### src/rtl/irq_cap_pkg.sv
package irq_cap_pkg;

    typedef enum logic [2:0] {
        WSEL_STAT_CLR = 3'd0,
        WSEL_MASK_SET = 3'd1,
        WSEL_MASK_CLR = 3'd2,
        WSEL_ENA_SET  = 3'd3,
        WSEL_ENA_CLR  = 3'd4
    } wsel_e;

    typedef enum logic [1:0] {
        RSEL_STAT = 2'd0,
        RSEL_MASK = 2'd1,
        RSEL_ENA  = 2'd2,
        RSEL_NONE = 2'd3
    } rsel_e;

    // Source bit positions
    localparam int SRC_RX_DONE   = 0;
    localparam int SRC_TX_DONE   = 1;
    localparam int SRC_ERR_WARN  = 2;
    localparam int SRC_OVERRUN   = 3;
    localparam int SRC_ERR_PASS  = 4;
    localparam int SRC_ARB_LOST  = 5;
    localparam int SRC_BUS_ERR   = 6;
    localparam int SRC_LOG_DONE  = 7;
    localparam int SRC_RX_FULL   = 8;
    localparam int SRC_RATE_SHFT = 9;
    localparam int SRC_RX_NEMPTY = 10;
    localparam int SRC_TXB_HWCMD = 11;
    localparam int NUM_SOURCES   = 12;

endpackage

### src/rtl/irq_vec_reg.sv
module irq_vec_reg #(
    parameter int W = 12
) (
    input  logic         clk,
    input  logic         rst_n,
    input  logic         set_we,
    input  logic         clr_we,
    input  logic [W-1:0] wdata,
    output logic [W-1:0] q
);
    typedef struct packed {
        logic [W-1:0] vec;
    } vreg_t;

    vreg_t s_d, s_q;

    always_comb begin
        s_d = s_q;
        if (set_we) s_d.vec = s_q.vec | wdata;
        if (clr_we) s_d.vec = s_q.vec & ~wdata;
    end

    always_ff @(posedge clk or negedge rst_n) begin
        if (!rst_n) s_q <= '0;
        else        s_q <= s_d;
    end

    assign q = s_q.vec;

    for (genvar i = 0; i < W; i++) begin : g_chk
        AST_VEC_SET: assert property (@(posedge clk) disable iff (!rst_n)
            (set_we && wdata[i]) |=> q[i]);
        AST_VEC_CLR: assert property (@(posedge clk) disable iff (!rst_n)
            (clr_we && wdata[i]) |=> !q[i]);
        AST_VEC_HOLD: assert property (@(posedge clk) disable iff (!rst_n)
            (!(set_we && wdata[i]) && !(clr_we && wdata[i])) |=> $stable(q[i]));
    end

endmodule

### src/rtl/irq_status.sv
module irq_status #(
    parameter int W         = 12,
    parameter int CLR_WINS  = 3,
    parameter int LEVEL_IDX = 10
) (
    input  logic         clk,
    input  logic         rst_n,
    input  logic [W-1:0] evt,
    input  logic         level,
    input  logic [W-1:0] mask,
    input  logic         clr_we,
    input  logic [W-1:0] clr_data,
    output logic [W-1:0] q
);
    typedef struct packed {
        logic [W-1:0] stat;
    } sreg_t;

    sreg_t        s_d, s_q;
    logic [W-1:0] cond;
    logic [W-1:0] setv;
    logic [W-1:0] clrv;
    logic [W-1:0] nxt;

    always_comb begin
        cond            = evt;
        cond[LEVEL_IDX] = evt[LEVEL_IDX] | level;
        setv            = cond & ~mask;
        clrv            = clr_we ? clr_data : '0;
    end

    for (genvar i = 0; i < W; i++) begin : g_bit
        if (i == CLR_WINS) begin : g_clr_first
            assign nxt[i] = (s_q.stat[i] | setv[i]) & ~clrv[i];
        end else begin : g_set_first
            assign nxt[i] = (s_q.stat[i] & ~clrv[i]) | setv[i];
        end
    end

    always_comb begin
        s_d      = s_q;
        s_d.stat = nxt;
    end

    always_ff @(posedge clk or negedge rst_n) begin
        if (!rst_n) s_q <= '0;
        else        s_q <= s_d;
    end

    assign q = s_q.stat;

    for (genvar i = 0; i < W; i++) begin : g_chk
        AST_MASKED_NO_CAPTURE: assert property (@(posedge clk) disable iff (!rst_n)
            (mask[i] && !q[i]) |=> !q[i]);
        AST_NO_SPURIOUS_SET: assert property (@(posedge clk) disable iff (!rst_n)
            (!cond[i] && !q[i]) |=> !q[i]);
        if (i == CLR_WINS) begin : g_a_clr
            AST_CLEAR_BEATS_SET: assert property (@(posedge clk) disable iff (!rst_n)
                (clr_we && clr_data[i]) |=> !q[i]);
        end else begin : g_a_set
            AST_SET_BEATS_CLEAR: assert property (@(posedge clk) disable iff (!rst_n)
                (cond[i] && !mask[i]) |=> q[i]);
        end
    end

    AST_LEVEL_REARM: assert property (@(posedge clk) disable iff (!rst_n)
        (level && !mask[LEVEL_IDX]) |=> q[LEVEL_IDX]);

endmodule

### src/rtl/irq_capture_unit.sv
module irq_capture_unit
    import irq_cap_pkg::*;
#(
    parameter int NSRC       = NUM_SOURCES,
    parameter int OVR_BIT    = SRC_OVERRUN,
    parameter int RBNE_BIT   = SRC_RX_NEMPTY
) (
    input  logic            clk,
    input  logic            rst_n,
    input  logic            wr_en_i,
    input  logic [2:0]      wr_sel_i,
    input  logic [NSRC-1:0] wr_data_i,
    input  logic [1:0]      rd_sel_i,
    output logic [NSRC-1:0] rd_data_o,
    input  logic [NSRC-1:0] evt_i,
    input  logic            rbne_lvl_i,
    output logic            irq_o
);
    typedef struct packed {
        logic irq;
    } oreg_t;

    oreg_t s_d, s_q;

    logic            we_stat_clr, we_mask_set, we_mask_clr, we_ena_set, we_ena_clr;
    logic [NSRC-1:0] stat_q, mask_q, ena_q;

    always_comb begin
        we_stat_clr = wr_en_i && (wr_sel_i == WSEL_STAT_CLR);
        we_mask_set = wr_en_i && (wr_sel_i == WSEL_MASK_SET);
        we_mask_clr = wr_en_i && (wr_sel_i == WSEL_MASK_CLR);
        we_ena_set  = wr_en_i && (wr_sel_i == WSEL_ENA_SET);
        we_ena_clr  = wr_en_i && (wr_sel_i == WSEL_ENA_CLR);
    end

    irq_vec_reg #(.W(NSRC)) u_mask (
        .clk(clk), .rst_n(rst_n), .set_we(we_mask_set), .clr_we(we_mask_clr),
        .wdata(wr_data_i), .q(mask_q)
    );

    irq_vec_reg #(.W(NSRC)) u_ena (
        .clk(clk), .rst_n(rst_n), .set_we(we_ena_set), .clr_we(we_ena_clr),
        .wdata(wr_data_i), .q(ena_q)
    );

    irq_status #(.W(NSRC), .CLR_WINS(OVR_BIT), .LEVEL_IDX(RBNE_BIT)) u_stat (
        .clk(clk), .rst_n(rst_n), .evt(evt_i), .level(rbne_lvl_i), .mask(mask_q),
        .clr_we(we_stat_clr), .clr_data(wr_data_i), .q(stat_q)
    );

    always_comb begin
        s_d     = s_q;
        s_d.irq = |(stat_q & ena_q);
    end

    always_ff @(posedge clk or negedge rst_n) begin
        if (!rst_n) s_q <= '0;
        else        s_q <= s_d;
    end

    assign irq_o = s_q.irq;

    always_comb begin
        unique case (rd_sel_i)
            RSEL_STAT: rd_data_o = stat_q;
            RSEL_MASK: rd_data_o = mask_q;
            RSEL_ENA:  rd_data_o = ena_q;
            default:   rd_data_o = '0;
        endcase
    end

    AST_IRQ_NEEDS_ENABLE: assert property (@(posedge clk) disable iff (!rst_n)
        (ena_q == '0) |=> !irq_o);
    AST_IRQ_NEEDS_STATUS: assert property (@(posedge clk) disable iff (!rst_n)
        (stat_q == '0) |=> !irq_o);

endmodule

### config.mk
export PLATFORM = sky130hd
export DESIGN_NAME = irq_capture_unit
export DESIGN_NICKNAME = d
export VERILOG_FILES = /design/src/rtl/irq_cap_pkg.sv /design/src/rtl/irq_vec_reg.sv /design/src/rtl/irq_status.sv /design/src/rtl/irq_capture_unit.sv
export SDC_FILE = /design/constraint.sdc
export NUM_CORES = 1
export LEC_CHECK = 0
export ABC_AREA = 1
export BUFFER_PORTS_ARGS = -buffer_cell sky130_fd_sc_hd__buf_2
export CAP_MARGIN = 20
export CORE_UTILIZATION = 41
export DETAILED_ROUTE_END_ITERATION = 10
export GPL_TIMING_DRIVEN = 0
export PLACE_DENSITY = 0.74
export SLEW_MARGIN = 20
export SYNTH_ARGS = -nofsm -noshare
export SYNTH_HDL_FRONTEND = slang
export SYNTH_SLANG_ARGS = --single-unit
### constraint.sdc
create_clock -name clk -period 1.25 [get_ports clk]
set_input_delay 0.25 -clock clk [delete_from_list [all_inputs] [get_ports clk]]
set_output_delay 0.25 -clock clk [all_outputs]
set_load 0.01 [all_outputs]
# Word-level counts from Yosys, hierarchy flattened

Index checks and enable logic that the tools add are counted.

Register bits: 37
Latch bits: 0
RAM bits: 0
Bits in read-only memories: 0
Input bits: 33
Output and inout port bits: 13
Word-level logic and storage cells: 71
Memories: 0

Add/sub/neg operators: 0
Multipliers: 0
Div/mod/pow operators: 0
$lt $le $gt $ge: 0
Equal/unequal tests: 6
Shifts and indexed selects: 0
Mux-type cells: 6
Bitwise logic cells: 45
Reductions and logical operators: 10

Operators by type and width:

| cell                                                                  | number |
|---|---|
| 12-bit two-way mux                                                    | 5 |
| 12-bit AND                                                            | 4 |
| 12-bit one-hot mux with 3 select lines                                | 1 |
| 12-bit NOT                                                            | 2 |
| 12-bit bitwise OR                                                     | 2 |
| 1-bit bitwise OR                                                      | 13 |
| 1-bit AND                                                             | 12 |
| 1-bit NOT                                                             | 12 |
| 12-bit OR reduction                                                   | 1 |
| 3-bit by 2-bit equality test with 1-bit output, second input constant | 2 |
| 1-bit logical AND                                                     | 5 |
| 2-bit nonzero test                                                    | 2 |
| 3-bit by 1-bit equality test with 1-bit output, second input constant | 1 |
| 3-bit equality test, second input constant                            | 1 |
| 3-bit zero test                                                       | 1 |
| 2-bit by 1-bit equality test with 1-bit output, second input constant | 1 |
| 2-bit equality test, second input constant                            | 1 |
| 2-bit zero test                                                       | 1 |

# Longest topological paths before layout

Word-level depth: 6
Mapped depth: 7
Gate-level depth less buffers: 6

# Cells and area by module

A second synthesis with hierarchy kept.

Cell total of the unflattened synthesis: 325
Area, all modules: 2095.8 um2

Modules (own cells, without submodules):

| module           | instances | cells each | area an instance (um2) | seq. area each (um2) |
|---|---|---|---|---|
| irq_vec_reg      | 2         | 86         | 589.3                  | 300.3 |
| irq_status       | 1         | 63         | 518.0                  | 300.3 |
| irq_capture_unit | 1         | 90         | 399.1                  | 25.0 |

# Least setup slack after synthesis

Ideal clock, no wire load.

Path type: input to output
Start: input rd_sel_i[1]
End: output rd_data_o[10]
Arrival: 820 ps
Required time: 1000 ps
Setup slack: 180 ps
Cell stages on the path: 4
Path through: inv_1 > nand2_1 > clkbuf_1 > o211ai_1

Cells in the longest elaborated chain, start to end: 2
Elaborated cells on any way between the ends: 4
Classes of those cells: 2 x eq/ne; 1 x mux; 1 x reduce/logical

Ends and longest elaborated chain:

| what                                              | RTL line               | RTL |
|---|---|---|
| start: declaration                                | irq_capture_unit.sv:13 | `input logic [1:0] rd_sel_i,` |
| 2-bit equality test, or another cell as far along | irq_capture_unit.sv:64 | `unique case (rd_sel_i)` |
| 12-bit one-hot mux with 3 select lines *          | irq_capture_unit.sv:64 |  |
| end: declaration                                  | irq_capture_unit.sv:14 | `output logic [NSRC-1:0] rd_data_o,` |

Mark *: on every way between the ends. The rest lies on a longest branch, timed or not.

# Worst setup path in the final report

Start: register u_stat.s_q, in the netlist u_stat.q[1]
End: output rd_data_o[1]

Cells in the longest elaborated chain, start to end: 1

Ends and longest elaborated chain:

| what                                   | RTL line               | RTL |
|---|---|---|
| start: declaration                     | irq_status.sv:19       | `sreg_t s_d, s_q;` |
| start signal: assignment               | irq_status.sv:46       | `if (!rst_n) s_q <= '0;` |
| start signal: assignment               | irq_status.sv:47       | `else s_q <= s_d;` |
| 12-bit one-hot mux with 3 select lines | irq_capture_unit.sv:64 |  |

No other way between the ends.

==> impl_metrics.csv <==
group,metric,value,unit
placed_design,place_hpwl,3700,um
synth,synth-compound-area-share,10.5,%
synth,synth_cell_types,17,
routing,via_per_inst,5.16,
setup_path,setup.worst_path.end,"rd_data_o[1]",
sta,layout_setup_ws,-0.0336,ns
synth,synth.mux.area_fraction,0,%
synth,synth_edf_count,0,
job,cap_violations,0,
synth,synthTopCellsByArea,"dfrtp_1 (47%), nand2_1 (19%), inv_1 (7.7%)",
routing,vias,2125,
finish,final_util,59.8,%
sta,fin_tns_setup,-0.0763,ns
synth,yosys_warnings,0,
setup_path,crit_fanout,3,
synth,synth_seq_area_share,46.6,%
floorplanning,row_count,24,
power_and_ir_drop,power.leakage,1.41,nW
finish,syn2layout_area_growth,35.6,%
setup_path,setup.worst_path.end_class,"output port",
synth,synth_top_family_by_area,"simple AND/OR/NAND/NOR gates",
routing,wire_per_inst,14.4,um
sta,period_needed,1.28,ns
sta,setup_violations,5,
synth,synth-main-ff-cell,"dfrtp_1",
setup_path,start_kind,"register",
status,violations,"setup timing",
setup_path,reg2reg_slack,0.30,ns
routing,drc,0,
sta,worst_pin_slew,0.840,ns
synth,yosysTopAreaCellShare,46.6,%
floorplanning,die_x,71.6,um
grt,grt_max_degree,38,
routing,drtIter0Drc,224,
sta,rsz0062_at_grt,"yes",
synth,yosys-top-cells-count,"nand2_1 (102), inv_1 (41), dfrtp_1 (37)",
setup_path,crit_start,"u_stat.q[1]",
setup_path,max_stage_delay,0.41,ns
min_path,hp-class,"input port to asynchronous set/reset pin",
synth,syn_area_per_cell,7.15,um^2
finish,drive_gt1_share,30.0,%
floorplanning,core,0.00450,mm^2
grt,grt_pass1_vias,2000,
placed_design,port_buffers,45,
clock_network,clockBufferDepth,2,
synth,syn-cell-area,0.00199,mm^2
grt,grt_overflow,0,
routing,drt_pass1_iterations,5,
finish,n_antenna_cell,0,
floorplanning,initial_utilization,44.1,%
setup_path,slowest_stage,"dfrtp_1",
routing,wl,5910,um
clock_network,cts.htree.levels,2,
grt,antenna_found_initial,0,
finish,fill_cells,401,
placed_design,post_dp_cell_area,0.00228,mm^2
clock_network,cts_num_sinks,37,
setup_path,r2r-end,"irq_o",
synth,synth-simple-area-share,32.3,%
synth,syn_inst,278,
setup_path,path_cells,"nand2_1, o211ai_1, buf_2",
floorplanning,num_io_pins,46,
synth,syn_nets,311,
setup_path,rr_worst_depth,5,
clock_network,cts_hold_buf,0,
sta,finalHoldViolCount,0,
synth,synth_xor_area_share,0,%
grt,grt_pass1_wl,9560,um
synth,synthArstFlopShare,100,%
clock_network,clkTransAtPathRegs,0.07,ns
sta,max_freq,779,MHz
floorplanning,die-area,0.00513,mm^2
finish,nNetsFinal,392,
grt,grt_usage,24.9,%
synth,synth_most_common_cell,"nand2_1",
sta,finClkSkew,0.00501,ns
setup_path,crit_arrival,1.03,ns
synth,synthAdderAreaFrac,0,%
sta,fin_crit_sh,103,%
routing,ant_nets,0,
synth,ys_seq_elements,37,
setup_path,timing.rr.start,"u_stat.q[2]",
placed_design,finalWeightedCongestion,0.862,
clock_network,numCtsBuffers,5,
sta,holdWs,0.0486,ns
status,status,"complete, but fails checks",
clock_network,clock_latency,0.29,ns
power_and_ir_drop,power_density,1310,mW/mm^2
setup_path,criticalPathCategory,"register to output port",
finish,fin_area,0.00269,mm^2
power_and_ir_drop,vdd_ir_drop_max,0.000691,V
floorplanning,die_h,71.6,um
sta,slew_headroom,44.0,%
setup_path,cp.required,1.00,ns
clock_network,cts_tree,"done",
synth,yosys.area.top_type,"dfrtp_1",
sta,drv_slew,0,
clock_network,clock_tree.root_cell,"clkbuf_8",
## power by group
group / internal [mW] / total [mW] / switching [mW]
logic: 0.447 / 0.929 / 0.482
registers: 1.38 / 1.51 / 0.131
clock network: 0.651 / 1.09 / 0.443
total: 2.47 / 3.53 / 1.06
## area by class of cell
type / count / area (um^2) / area share, %
clock inverters: 1 / 30.0 / 1.11
plain buffers: 11 / 78.8 / 2.93
repair buffers: 74 / 468 / 17.4
multi-input cells: 189 / 883 / 32.8
inverters: 41 / 156 / 5.81
well taps: 52 / 65.1 / 2.42
flip-flops and latches: 37 / 926 / 34.4
clock buffers: 7 / 86.3 / 3.20
## layer usage
metal / routed length [um] / global-route usage [%] / share of wire, %
met3: 341 / 4.78 / 5.8
met2: 2920 / 39.3 / 49
met1: 2560 / 34.5 / 43
met4: 91 / 8.50 / 1.5
met5: 0 / 0 / 0
## cells in the final DEF (no fill, tap or decap)
cell / instances
clkbuf_8: 8
nand2_4: 1
nand3_1: 14
inv_1: 32
nand3_2: 2
inv_2: 8
nand4_1: 12
o22ai_1: 1
o211ai_1: 11
clkbuf_1: 4
o21ai_1: 9
nor2_4: 3
dfrtp_1: 37
nor2_2: 3
buf_6: 6
inv_4: 1
nand2_1: 101
o21ai_0: 3
buf_4: 28
buf_2: 46
bufinv_16: 1
nand2_2: 1
nor2_1: 16
a21oi_1: 12
## per-stage QoR
stage	instances	total power [mW]	setup WS, ns
finish	412	3.53	-0.0336
global route	412	3.73	-0.0785
CTS	402	3.42	-0.0198
detailed placement	375	2.19	-0.306
global placement	375	2.16	-0.298
floorplan	278	1.91	0.180
## cells by family (layout without fill, tap and decap cells)
| logic type | count (synthesis) | after routing |
|---|---|---|
| AND/OR/NAND/NOR | 153 | 153 |
| buffers and inverters | 52 | 134 |
| flip-flops | 37 | 37 |
| AO/OA/AOI/OAI | 36 | 36 |
## worst max-delay path, delay by kind of cell (launching register included)
kind	cells	cell delay (ns)
AND/OR/NAND/NOR	1	0.10
flip-flops	1	0.41
buffers and inverters	1	0.15
AO/OA/AOI/OAI	1	0.09
## how the worst min path moves through the flow
| stage | startpoint | end | slack [ns] | cells after the start |
|---|---|---|---|---|
| after floorplan | rst_n | asynchronous set/reset pin | -0.05 | 0 |
| after global placement | rst_n | u_stat.q[1] | 0.39 | 1 |
| after detailed placement | rst_n | u_stat.q[1] | 0.40 | 1 |
| after CTS | rst_n | u_stat.q[0] | 0.08 | 1 |
| after global routing | rst_n | asynchronous set/reset pin | 0.11 | 1 |
| final | rst_n | asynchronous set/reset pin | 0.05 | 1 |
## what timing repair did
action	in CTS	in global routing
endpoints found under the setup margin	12	12
resized for setup	24	9
pin swaps	15	7
buffers inserted	16	10
cloned	3	0
(Power assumes the default switching activity.)
